### src/rtl/mdio_pkg.sv
package mdio_pkg;
  localparam logic [1:0] ADDR_CFG   = 2'd0;
  localparam logic [1:0] ADDR_CMD   = 2'd1;
  localparam logic [1:0] ADDR_WDATA = 2'd2;
  localparam logic [1:0] ADDR_RDATA = 2'd3;

  localparam int CMD_PHY_LSB = 24;
  localparam int CMD_REG_LSB = 16;
  localparam int CMD_RD_BIT  = 15;
  localparam int CMD_WR_BIT  = 14;
  localparam int CMD_GO_BIT  = 11;
  localparam int CMD_RDY_BIT = 7;
  localparam int CFG_EN_BIT  = 6;

  typedef struct packed {
    logic busy;        // cycle in progress
    logic load;        // accept command, load frame
    logic shift;       // advance to next bit (falling edge)
    logic sample;      // rising edge of mdc
    logic sampleData;  // rising edge inside read data field
    logic finish;      // last falling edge of frame
    logic driveEn;     // master owns the data line
  } mdio_strobe_t;
endpackage

### src/rtl/mdio_ctrl.sv
module mdio_ctrl
  import mdio_pkg::*;
#(
  parameter int DIV_W      = 6,
  parameter int FRAME_BITS = 64,
  parameter int TA_POS     = 46,
  parameter int DATA_POS   = 48
) (
  input  logic             clk,
  input  logic             rstN,
  input  logic             cmdReq,
  input  logic             isRead,
  input  logic             cfgEn,
  input  logic [DIV_W-1:0] cfgDiv,
  output mdio_strobe_t     st,
  output logic             mdc
);
  localparam int IDX_W = $clog2(FRAME_BITS);
  localparam logic [IDX_W-1:0] LAST_IDX = IDX_W'(FRAME_BITS - 1);
  localparam logic [IDX_W-1:0] TA_IDX   = IDX_W'(TA_POS);
  localparam logic [IDX_W-1:0] DATA_IDX = IDX_W'(DATA_POS);

  logic             busy;
  logic [DIV_W-1:0] halfCnt;
  logic [IDX_W-1:0] bitIdx;
  logic             tick;

  assign tick = busy && (halfCnt == cfgDiv);

  always_comb begin
    st            = '0;
    st.busy       = busy;
    st.load       = cmdReq && !busy;
    st.sample     = tick && !mdc;
    st.sampleData = tick && !mdc && isRead && (bitIdx >= DATA_IDX);
    st.shift      = tick && mdc && (bitIdx != LAST_IDX);
    st.finish     = tick && mdc && (bitIdx == LAST_IDX);
    st.driveEn    = busy && !(isRead && (bitIdx >= TA_IDX));
  end

  always_ff @(posedge clk) begin
    if (!rstN) begin
      busy    <= 1'b0;
      halfCnt <= '0;
      bitIdx  <= '0;
      mdc     <= 1'b0;
    end else if (st.load) begin
      busy    <= 1'b1;
      halfCnt <= '0;
      bitIdx  <= '0;
      mdc     <= 1'b0;
    end else if (busy) begin
      if (tick) begin
        halfCnt <= '0;
        mdc     <= ~mdc;
        if (mdc) begin
          if (bitIdx == LAST_IDX) busy <= 1'b0;
          else bitIdx <= bitIdx + 1'b1;
        end
      end else begin
        halfCnt <= halfCnt + 1'b1;
      end
    end
  end

  AST_MDC_IDLE_LOW: assert property (@(posedge clk) disable iff (!rstN)
    !busy |-> !mdc);

  AST_DISABLED_NO_START: assert property (@(posedge clk) disable iff (!rstN)
    (!busy && !cfgEn) |=> !busy);

  AST_READ_RELEASE: assert property (@(posedge clk) disable iff (!rstN)
    (busy && isRead && bitIdx >= TA_IDX) |-> !st.driveEn);

  AST_MDC_RISES_LOW_HALF: assert property (@(posedge clk) disable iff (!rstN)
    (busy && $rose(mdc)) |-> $stable(bitIdx));
endmodule

### src/rtl/mdio_datapath.sv
module mdio_datapath
  import mdio_pkg::*;
#(
  parameter int               DIV_W     = 6,
  parameter logic [DIV_W-1:0] DIV_RESET = 29,
  parameter int               PRE_BITS  = 32,
  parameter int               DATA_W    = 16
) (
  input  logic             clk,
  input  logic             rstN,
  input  logic             busWr,
  input  logic [1:0]       busAddr,
  input  logic [31:0]      busWdata,
  output logic [31:0]      busRdata,
  input  logic             mdioIn,
  output logic             mdioOut,
  input  mdio_strobe_t     st,
  output logic             cmdReq,
  output logic             isRead,
  output logic             cfgEn,
  output logic [DIV_W-1:0] cfgDiv
);
  localparam int FRAME_BITS = PRE_BITS + 16 + DATA_W;

  logic [DATA_W-1:0]     wdata;
  logic [DATA_W-1:0]     rdData;
  logic [DATA_W-1:0]     capReg;
  logic [4:0]            phyAddr;
  logic [4:0]            regAddr;
  logic                  opRd;
  logic                  opWr;
  logic [FRAME_BITS-1:0] shiftReg;
  logic [FRAME_BITS-1:0] frameNext;
  logic                  cmdWr;
  logic                  opOne;

  assign cmdWr  = busWr && (busAddr == ADDR_CMD) && !st.busy;
  assign opOne  = busWdata[CMD_RD_BIT] ^ busWdata[CMD_WR_BIT];
  assign cmdReq = cmdWr && busWdata[CMD_GO_BIT] && cfgEn && opOne;
  assign isRead = opRd;

  always_comb begin
    frameNext = {{PRE_BITS{1'b1}}, 2'b01,
                 (busWdata[CMD_RD_BIT] ? 2'b10 : 2'b01),
                 busWdata[CMD_PHY_LSB +: 5], busWdata[CMD_REG_LSB +: 5],
                 (busWdata[CMD_RD_BIT] ? 2'b11 : 2'b10),
                 (busWdata[CMD_RD_BIT] ? {DATA_W{1'b1}} : wdata)};
  end

  always_ff @(posedge clk) begin
    if (!rstN) begin
      cfgDiv   <= DIV_RESET;
      cfgEn    <= 1'b0;
      wdata    <= '0;
      phyAddr  <= '0;
      regAddr  <= '0;
      opRd     <= 1'b0;
      opWr     <= 1'b0;
      shiftReg <= '0;
      capReg   <= '0;
      rdData   <= '0;
    end else begin
      if (busWr && !st.busy) begin
        unique case (busAddr)
          ADDR_CFG: begin
            cfgDiv <= busWdata[DIV_W-1:0];
            cfgEn  <= busWdata[CFG_EN_BIT];
          end
          ADDR_WDATA: wdata <= busWdata[DATA_W-1:0];
          ADDR_CMD: begin
            phyAddr <= busWdata[CMD_PHY_LSB +: 5];
            regAddr <= busWdata[CMD_REG_LSB +: 5];
            opRd    <= busWdata[CMD_RD_BIT];
            opWr    <= busWdata[CMD_WR_BIT];
          end
          default: ;
        endcase
      end
      if (st.load) shiftReg <= frameNext;
      else if (st.shift) shiftReg <= {shiftReg[FRAME_BITS-2:0], 1'b0};
      if (st.load) capReg <= '0;
      else if (st.sampleData) capReg <= {capReg[DATA_W-2:0], mdioIn};
      if (st.finish && opRd) rdData <= capReg;
    end
  end

  assign mdioOut = shiftReg[FRAME_BITS-1];

  always_comb begin
    busRdata = '0;
    unique case (busAddr)
      ADDR_CFG: begin
        busRdata[DIV_W-1:0]  = cfgDiv;
        busRdata[CFG_EN_BIT] = cfgEn;
      end
      ADDR_CMD: begin
        busRdata[CMD_PHY_LSB +: 5] = phyAddr;
        busRdata[CMD_REG_LSB +: 5] = regAddr;
        busRdata[CMD_RD_BIT]       = opRd;
        busRdata[CMD_WR_BIT]       = opWr;
        busRdata[CMD_RDY_BIT]      = !st.busy;
      end
      ADDR_WDATA: busRdata[DATA_W-1:0] = wdata;
      default:    busRdata[DATA_W-1:0] = rdData;
    endcase
  end

  AST_CMD_STARTS: assert property (@(posedge clk) disable iff (!rstN)
    (busWr && busAddr == ADDR_CMD && busWdata[CMD_GO_BIT] && cfgEn && opOne
     && !st.busy) |=> st.busy);

  AST_CFG_FROZEN_BUSY: assert property (@(posedge clk) disable iff (!rstN)
    (st.busy && $past(st.busy)) |-> ($stable(cfgDiv) && $stable(wdata)));

  AST_RDATA_HOLD: assert property (@(posedge clk) disable iff (!rstN)
    (st.busy && $past(st.busy)) |-> $stable(rdData));

  AST_BADOP_IGNORED: assert property (@(posedge clk) disable iff (!rstN)
    (!st.busy && busWr && busAddr == ADDR_CMD && !opOne) |=> !st.busy);
endmodule

### src/rtl/mdio_master.sv
module mdio_master
  import mdio_pkg::*;
#(
  parameter int               DIV_W     = 6,
  parameter logic [DIV_W-1:0] DIV_RESET = 29,
  parameter int               PRE_BITS  = 32
) (
  input  logic        clk,
  input  logic        rstN,
  input  logic        busWr,
  input  logic [1:0]  busAddr,
  input  logic [31:0] busWdata,
  output logic [31:0] busRdata,
  output logic        mdc,
  output logic        mdioOut,
  output logic        mdioOe,
  input  logic        mdioIn
);
  localparam int DATA_W     = 16;
  localparam int FRAME_BITS = PRE_BITS + 16 + DATA_W;
  localparam int TA_POS     = PRE_BITS + 14;
  localparam int DATA_POS   = PRE_BITS + 16;

  mdio_strobe_t     st;
  logic             cmdReq;
  logic             isRead;
  logic             cfgEn;
  logic [DIV_W-1:0] cfgDiv;

  mdio_ctrl #(
    .DIV_W(DIV_W), .FRAME_BITS(FRAME_BITS), .TA_POS(TA_POS), .DATA_POS(DATA_POS)
  ) uCtrl (
    .clk(clk), .rstN(rstN), .cmdReq(cmdReq), .isRead(isRead),
    .cfgEn(cfgEn), .cfgDiv(cfgDiv), .st(st), .mdc(mdc)
  );

  mdio_datapath #(
    .DIV_W(DIV_W), .DIV_RESET(DIV_RESET), .PRE_BITS(PRE_BITS), .DATA_W(DATA_W)
  ) uData (
    .clk(clk), .rstN(rstN), .busWr(busWr), .busAddr(busAddr),
    .busWdata(busWdata), .busRdata(busRdata), .mdioIn(mdioIn),
    .mdioOut(mdioOut), .st(st), .cmdReq(cmdReq), .isRead(isRead),
    .cfgEn(cfgEn), .cfgDiv(cfgDiv)
  );

  assign mdioOe = st.driveEn;

  AST_OUT_HOLD_HIGH: assert property (@(posedge clk) disable iff (!rstN)
    (st.busy && $past(st.busy) && mdc) |-> $stable(mdioOut));

  AST_OE_IDLE_LOW: assert property (@(posedge clk) disable iff (!rstN)
    !st.busy |-> !mdioOe);
endmodule

### config.mk
export PLATFORM = sky130hd
export DESIGN_NAME = mdio_master
export DESIGN_NICKNAME = d
export VERILOG_FILES = /design/src/rtl/mdio_pkg.sv /design/src/rtl/mdio_ctrl.sv /design/src/rtl/mdio_datapath.sv /design/src/rtl/mdio_master.sv
export SDC_FILE = /design/constraint.sdc
export NUM_CORES = 1
export LEC_CHECK = 0
export ABC_AREA = 1
export BUFFER_PORTS_ARGS = -buffer_cell sky130_fd_sc_hd__buf_4
export CELL_PAD_IN_SITES_DETAIL_PLACEMENT = 1
export CELL_PAD_IN_SITES_GLOBAL_PLACEMENT = 2
export CORE_UTILIZATION = 35
export DETAILED_ROUTE_END_ITERATION = 8
export HOLD_SLACK_MARGIN = 0.02
export PLACE_DENSITY_LB_ADDON = 0.3
export REMOVE_ABC_BUFFERS = 1
export SKIP_LAST_GASP = 1
export SYNTH_ARGS = -nofsm -noshare
export SYNTH_HDL_FRONTEND = slang
export SYNTH_SLANG_ARGS = --single-unit
### constraint.sdc
create_clock -name clk -period 2.45 [get_ports clk]
set_input_delay 0.245 -clock clk [delete_from_list [all_inputs] [get_ports clk]]
set_output_delay 0.245 -clock clk [all_outputs]
set_load 0.01 [all_outputs]
==> results by group, run 1 <==
Detailed routing
  – Vias per std cell: 4.802
  – Initial drt markers: 350
  – Detailed Route WL: 18.96 mm
  – DRC Markers: 0
  – Via count: 6286
  – Post-route ant nets: 0
  – Router iterations before antenna repair: 4
  – Drt wl/cell: around 14 um

Floorplanning
  – Die Area: approximately 20000 sq um
  – Row count: 50
  – Starting Density: 36.02%
  – Die H: 141.4 um
  – IO Count: 73
  – Die width: 141.4 um
  – Core Region: ~19000 sq um

Clocking
  – CTS tree: yes
  – # Post-CTS Setup Buffers: 0
  – Clock Latency Late Sink: 0.43 ns
  – Sink Count: approximately 150
  – Clock Path Buffers: 2
  – CTS root buffer: clkbuf_16
  – CTS Buf Count: 17
  – Clk slew on worst S/H paths: 0.06 ns
  – H-tree Lvls: 4
  – Cts hold-fix bufs: 0
  – Gates resized, CTS repair: 0

Synth
  – Commonest register cell after synthesis: dfxtp_1
  – Yosys cell types: 33
  – Most frequent cell after synthesis: nand2_1
  – Synth warn: 0
  – Synth Cell Area: 6805 sq um
  – Avg Cell Area, Syn: slightly below 7 sq um
  – Register area share after synthesis: approximately 43%
  – Commonest cells in the netlist: nand2_1 (225), inv_1 (147), dfxtp_1 (145)
  – Area contributors post-synth: dfxtp_1 (43%), nand2_1 (12%), inv_1 (8.1%)
  – Cell count after synthesis: approximately 1000
  – Register bit count reported by yosys: approximately 150
  – Leading area contributor after synthesis: dfxtp_1
  – Asr flop ratio synth: 0%
  – Number of flops mapped to enable cells by yosys: 0
  – Synth top area share: 42.65%

STA
  – Tmin final: 2.170 ns
  – Least-Margin Pin Slew: ~0.72 ns
  – Final setup margin: ~0.28 ns
  – Slew margin rel.: between 50% and 60%
  – Fin. Hold Viols: 0
  – Final setup violation count: 0
  – Worst Skew: 0.007070 ns
  – Max Freq: 0.4609 GHz
  – Unrepaired setup endpoints after global routing: no
  – Slew Limit Fails: 0
  – Setup TNS: 0 ns
  – Fin crit share: 88.55%

Finish
  – Final nets: 1076
  – Layout cells sized above 1: 12.58%
  – Post-layout util: 42.70%
  – Seq. cell area: 2904 sq um
  – Fillers: 2451
  – Ant diodes: 0
  – Footprint of the multi-input gates: 2987 sq um
  – Layout Area Growth over Synthesis: 18.55%

Power and ir drop
  – Peak VDD IR: 0.4760 mV
  – Pleak: roughly 3.9 nW
  – Pwr dens: slightly below 700 nW/um^2
  – Power consumption: 5.465 mW

Hold path
  – Worst Hold Class: in -> reg

Critical path
  – Worst Path Max Fanout: 19
  – Critical R2R Launch: uCtrl.halfCnt[4]
  – Reg-to-reg endpoint: uData.shiftReg[33]
  – CP endpoint kind: flip-flop
  – Worst path arrival time: 2.49 ns
  – Worst setup path endpoint: uData.shiftReg[33]
  – Reg2Reg Depth: 10
  – Critical path class: reg -> reg
  – Reg-to-reg setup timing slack: 0.28 ns
  – Crit path launch type: flip-flop
  – CP startpoint: uCtrl.halfCnt[4]
  – CP required: 2.77 ns

Run status
  – Outcome: finished, final reports clean

Placement
  – GPL Wtd Cong: 0.7655
  – Hpwl dp: 12.28 mm
  – # port buffers: 60
  – Post-Place Worst Slack: 0.3298 ns

Global routing
  – Gr usage total: 20.03%
  – Initial antenna violation count: 0
  – First-pass GRT wire length: 31.56 mm
  – Grt ovf: 0
  – Vias in the first global route: 6175
  – Largest net degree at the start of global routing: 65

Run
  – Max Cap Viol: 0
## how the worst min path moves through the flow
stage,start,endpoint,slack (ns),cells after the start
floorplan,rstN,uData.shiftReg[10],0.34,2
global placement,uData.capReg[15],uData.capReg[15],0.44,2
detailed placement,uData.phyAddr[4],uData.phyAddr[4],0.45,2
CTS,busWdata[3],uData.cfgDiv[3],0.04,3
global route,busWdata[3],uData.cfgDiv[3],0.05,3
finish,busWdata[3],uData.cfgDiv[3],0.05,3
## per-stage QoR
stage | instances | hold slack, ns | instance area (sq um)
after floorplan | 938 | 0.3426 | 6466
after global placement | 1277 | 0.4358 | 7441
after detailed placement | 1277 | 0.4485 | 7441
after CTS | 1309 | 0.03777 | 8068
after global routing | 1309 | 0.04852 | 8068
final | 1309 | 0.04989 | 8068
## power by group
part / total, mW / switching, mW / internal, mW
registers: 2.41 / 0.0216 / 2.39
logic: 0.257 / 0.162 / 0.0949
clock network: 2.80 / 1.06 / 1.73
total: 5.47 / 1.25 / 4.22
## worst max-delay path, stage by stage (launching register included)
cell     delay [ns]
dfxtp_1        0.37
inv_1          0.10
a21oi_2        0.13
nand3_1        0.15
nor2_4         0.19
nand3_2        0.47
buf_12         0.36
nand2_1        0.06
nand3_1        0.06
nand2_1        0.10
inv_1          0.05
## cells in the final DEF, fill, tap and decap left out, types with 8 or more instances in the layout
cell and instances:
nand2_1 225, inv_1 147, dfxtp_1 144, nor2_1 130
buf_4 75, nand4_1 61, nand3_1 60, o21ai_0 59
a21oi_1 53, clkbuf_16 17, o221ai_1 8
## cell type report
class	instances	area share [%]
timing repair buffer	79	7.971
inverter	155	7.212
clock inverter	13	2.280
clock buffer	19	5.490
tap	260	4.032
multi-input combinational	638	37.02
sequential	145	36.00
## cell families (layout without fill, tap and decap cells)
| family | Yosys count | after routing | share of synthesized area [%] |
|---|---|---|---|
| AO/OA/AOI/OAI | 131 | 131 | 10.68 |
| XOR/XNOR | 9 | 9 | 1.158 |
| adder cells (fa/ha/maj) | 2 | 2 | 0.3677 |
| buffers and inverters | 224 | 266 | 13.81 |
| flip-flops | 145 | 145 | 42.65 |
| other | 1 | 6 | 0.05510 |
| AND/OR/NAND/NOR | 490 | 490 | 31.27 |
## flip-flops by register name (all words and copies together) (netlist names), 5 cells and up
name            cells
uData.rdData       16
uData.regAddr       5
uCtrl.bitIdx        6
uData.phyAddr       5
uData.cfgDiv        6
uData.shiftReg     64
uCtrl.halfCnt       6
uData.wdata        16
uData.capReg       16
## routing by layer
layer	GRT usage, %	wire length (um)
met1	25.86	9262
met2	34.18	9004
met3	3.510	464
met4	5.829	228
met5	0	0
Note: power is estimated with default switching activity, not from simulation.
==> run 2: changes to the inputs <==
ABC_AREA = 0   (was 1)
CORE_UTILIZATION = 39   (was 35)
==> results by group, run 2 <==
Critical path
  – Slowest CP cell: or3_1
  – CP endpoint kind: flip-flop
  – Crit-path max cell delay: 0.64 ns
  – Crit path launch type: flip-flop
  – Reg2Reg Depth: 5
  – Critical path class: reg -> reg
  – Worst Path Max Fanout: 22
  – Worst path arrival time: 2.43 ns
  – Family with the most delay on the worst path: simple AND/OR/NAND/NOR gates
  – CP required: ~2.7 ns
  – Crit path depth: 5
  – CP cell instances: xor2_1, or3_1, buf_4, o311ai_0, a31oi_1
  – WP buf/inv: 1

Synth
  – Asr flop ratio synth: 0%
  – Commonest register cell after synthesis: dfxtp_1
  – Register bit count reported by yosys: between 100 and 150
  – Synth Cell Area: 6746 sq um
  – Area contributors post-synth: dfxtp_1 (43%), nand2_1 (5.8%), a311o_1 (5.0%)
  – Synth top area share: between 40% and 50%
  – Most frequent cell after synthesis: dfxtp_1
  – Leading area contributor after synthesis: dfxtp_1
  – Register area share after synthesis: 43.03%
  – Commonest cells in the netlist: dfxtp_1 (145), nand2_1 (105), a21oi_1 (56)
  – Number of flops mapped to enable cells by yosys: 0
  – Avg Cell Area, Syn: between 8 and 9 sq um
  – Yosys cell types: 50
  – Synth warn: 0
  – Cell count after synthesis: 758

Finish
  – Fillers: 1920
  – Largest register FFs: 64
  – Post-layout util: 47.49%
  – Design Area, Final: 7959 sq um
  – Most common cell after layout, fill and taps aside: dfxtp_1
  – Most frequent cells in the layout: dfxtp_1 (145), nand2_1 (105), buf_4 (85)
  – Final nets: slightly above 800
  – Ant diodes: 0
  – Top reg by flops: uData.shiftReg
  – Layout cells sized above 1: ~17%
  – Layout Area Growth over Synthesis: 17.97%

Detailed routing
  – Via count: 6043
  – Detailed Route WL: 19.65 mm
  – Router iterations before antenna repair: 6
  – Initial drt markers: between 300 and 400
  – Drt wl/cell: 19.45 um
  – Post-route ant nets: 0
  – Vias per std cell: roughly 6
  – DRC Markers: 0

Global routing
  – Gr usage total: 22.82%
  – Vias in the first global route: about 6200
  – First-pass GRT wire length: roughly 32 mm
  – Grt ovf: 0
  – Initial antenna violation count: 0
  – Largest net degree at the start of global routing: 66

Clocking
  – Sink Count: about 150
  – CTS tree: yes
  – H-tree Lvls: 4
  – Gates resized, CTS repair: 0
  – CTS root buffer: clkbuf_16
  – # Post-CTS Setup Buffers: 0
  – CTS Buf Count: 17
  – Clock Path Buffers: 2
  – Clock Latency Late Sink: 0.43 ns
  – Cts hold-fix bufs: 0
  – Clk slew on worst S/H paths: ~0.060 ns

STA
  – Worst Skew: 0.01188 ns
  – Slew Limit Fails: 0
  – Max Freq: 0.4645 GHz
  – Fin crit share: 87.87%
  – Tmin final: between 2 and 2.5 ns
  – Slew margin rel.: between 10% and 20%
  – Least-Margin Pin Slew: 1.212 ns
  – Final setup violation count: 0
  – Unrepaired setup endpoints after global routing: no
  – Final setup margin: 0.2971 ns
  – Fin. Hold Viols: 0

Run
  – Max Cap Viol: 0

Floorplanning
  – Starting Density: about two fifths
  – Die H: about 130 um
  – Core Region: 16760 sq um
  – IO Count: 73
  – Die Area: 17830 sq um
  – Row count: 47
  – Die width: ~130 um

Power and ir drop
  – Pleak: 2.768 nW
  – Peak VDD IR: 0.5127 mV
  – Power consumption: about 5.3 mW
  – Pwr dens: 660.9 nW/um^2

Placement
  – Hpwl dp: ~13 mm
  – DP Area: 7368 sq um
  – GPL Wtd Cong: 0.8038
  – Post-Place Worst Slack: 0.2034 ns
  – # port buffers: 60

Hold path
  – Worst Hold Class: in -> reg
  – Worst hold path depth: 3

Run status
  – Outcome: finished, final reports clean
-- run 2: changes by cell type after synthesis, sizes merged, moves of 33 or more --
cell,delta
inv,-152
nand2,-123
nor2,-118
nand3,-51
a311o,+34
o311a,+33
-- run 2: cell families after synthesis --
logic type	count (synthesis)	synth area share, %
flops	145	43.03
buf+inv	95	6.658
compound gates	248	26.87
simple gates	222	16.51
fa+ha+maj	2	0.3709
mux	34	5.082
xor+xnor	11	1.428
other cells	1	0.05558
-- run 2: path summary, 6_finish.rpt --
kind	start	to	slack [ns]
hold reg to reg	uData.regAddr[1]	uData.regAddr[1]	0.45
setup reg to reg	uData.cfgDiv[5]	uData.shiftReg[16]	0.30
setup / recovery	uData.cfgDiv[5]	uData.shiftReg[16]	0.30
hold / removal	busWdata[2]	uData.cfgDiv[2]	0.05
-- run 2: power by group --
part	internal, mW	total [mW]	switching, mW	leakage [nW]
Clock	1.65	2.61	0.960	0.295
Sequential	2.38	2.40	0.0191	1.17
Combinational	0.0985	0.254	0.156	1.30
-- run 2: final cells by class --
cell class                 instances  area [sq um]  area share, %
clock inverter                     5         75.07         0.9432
multi-input combinational        523          3445          43.28
inverter                           2         7.507        0.09432
sequential                       145          2903          36.47
timing repair buffer              90         738.2          9.275
clock buffer                      25         515.5          6.477
tap                              220         275.3          3.459
-- run 2: per-stage QoR --
stage	hold slack (ns)	cells	setup TNS [ns]
floorplan	0.3168	670	-313.01
global placement	0.4397	980	0
detailed placement	0.4439	980	0
CTS	0.03666	1010	0
global route	0.04846	1010	0
finish	0.04961	1010	0
-- run 2: layer usage --
layer | track usage (%) | vias up | wire length [um]
met5 | 0 | - | 0
met4 | 6.439 | 0 | 209
met3 | 4.604 | 19 | 610
met2 | 39.44 | 99 | 9818
met1 | 28.64 | 3041 | 9007
li1 | - | 2884 | -
-- run 2: worst register-to-register path, stage by stage, from the launching register on --
cell,delay (ns)
dfxtp_1,0.33
xor2_1,0.19
or3_1,0.64
buf_4,0.35
o311ai_0,0.38
a31oi_1,0.13
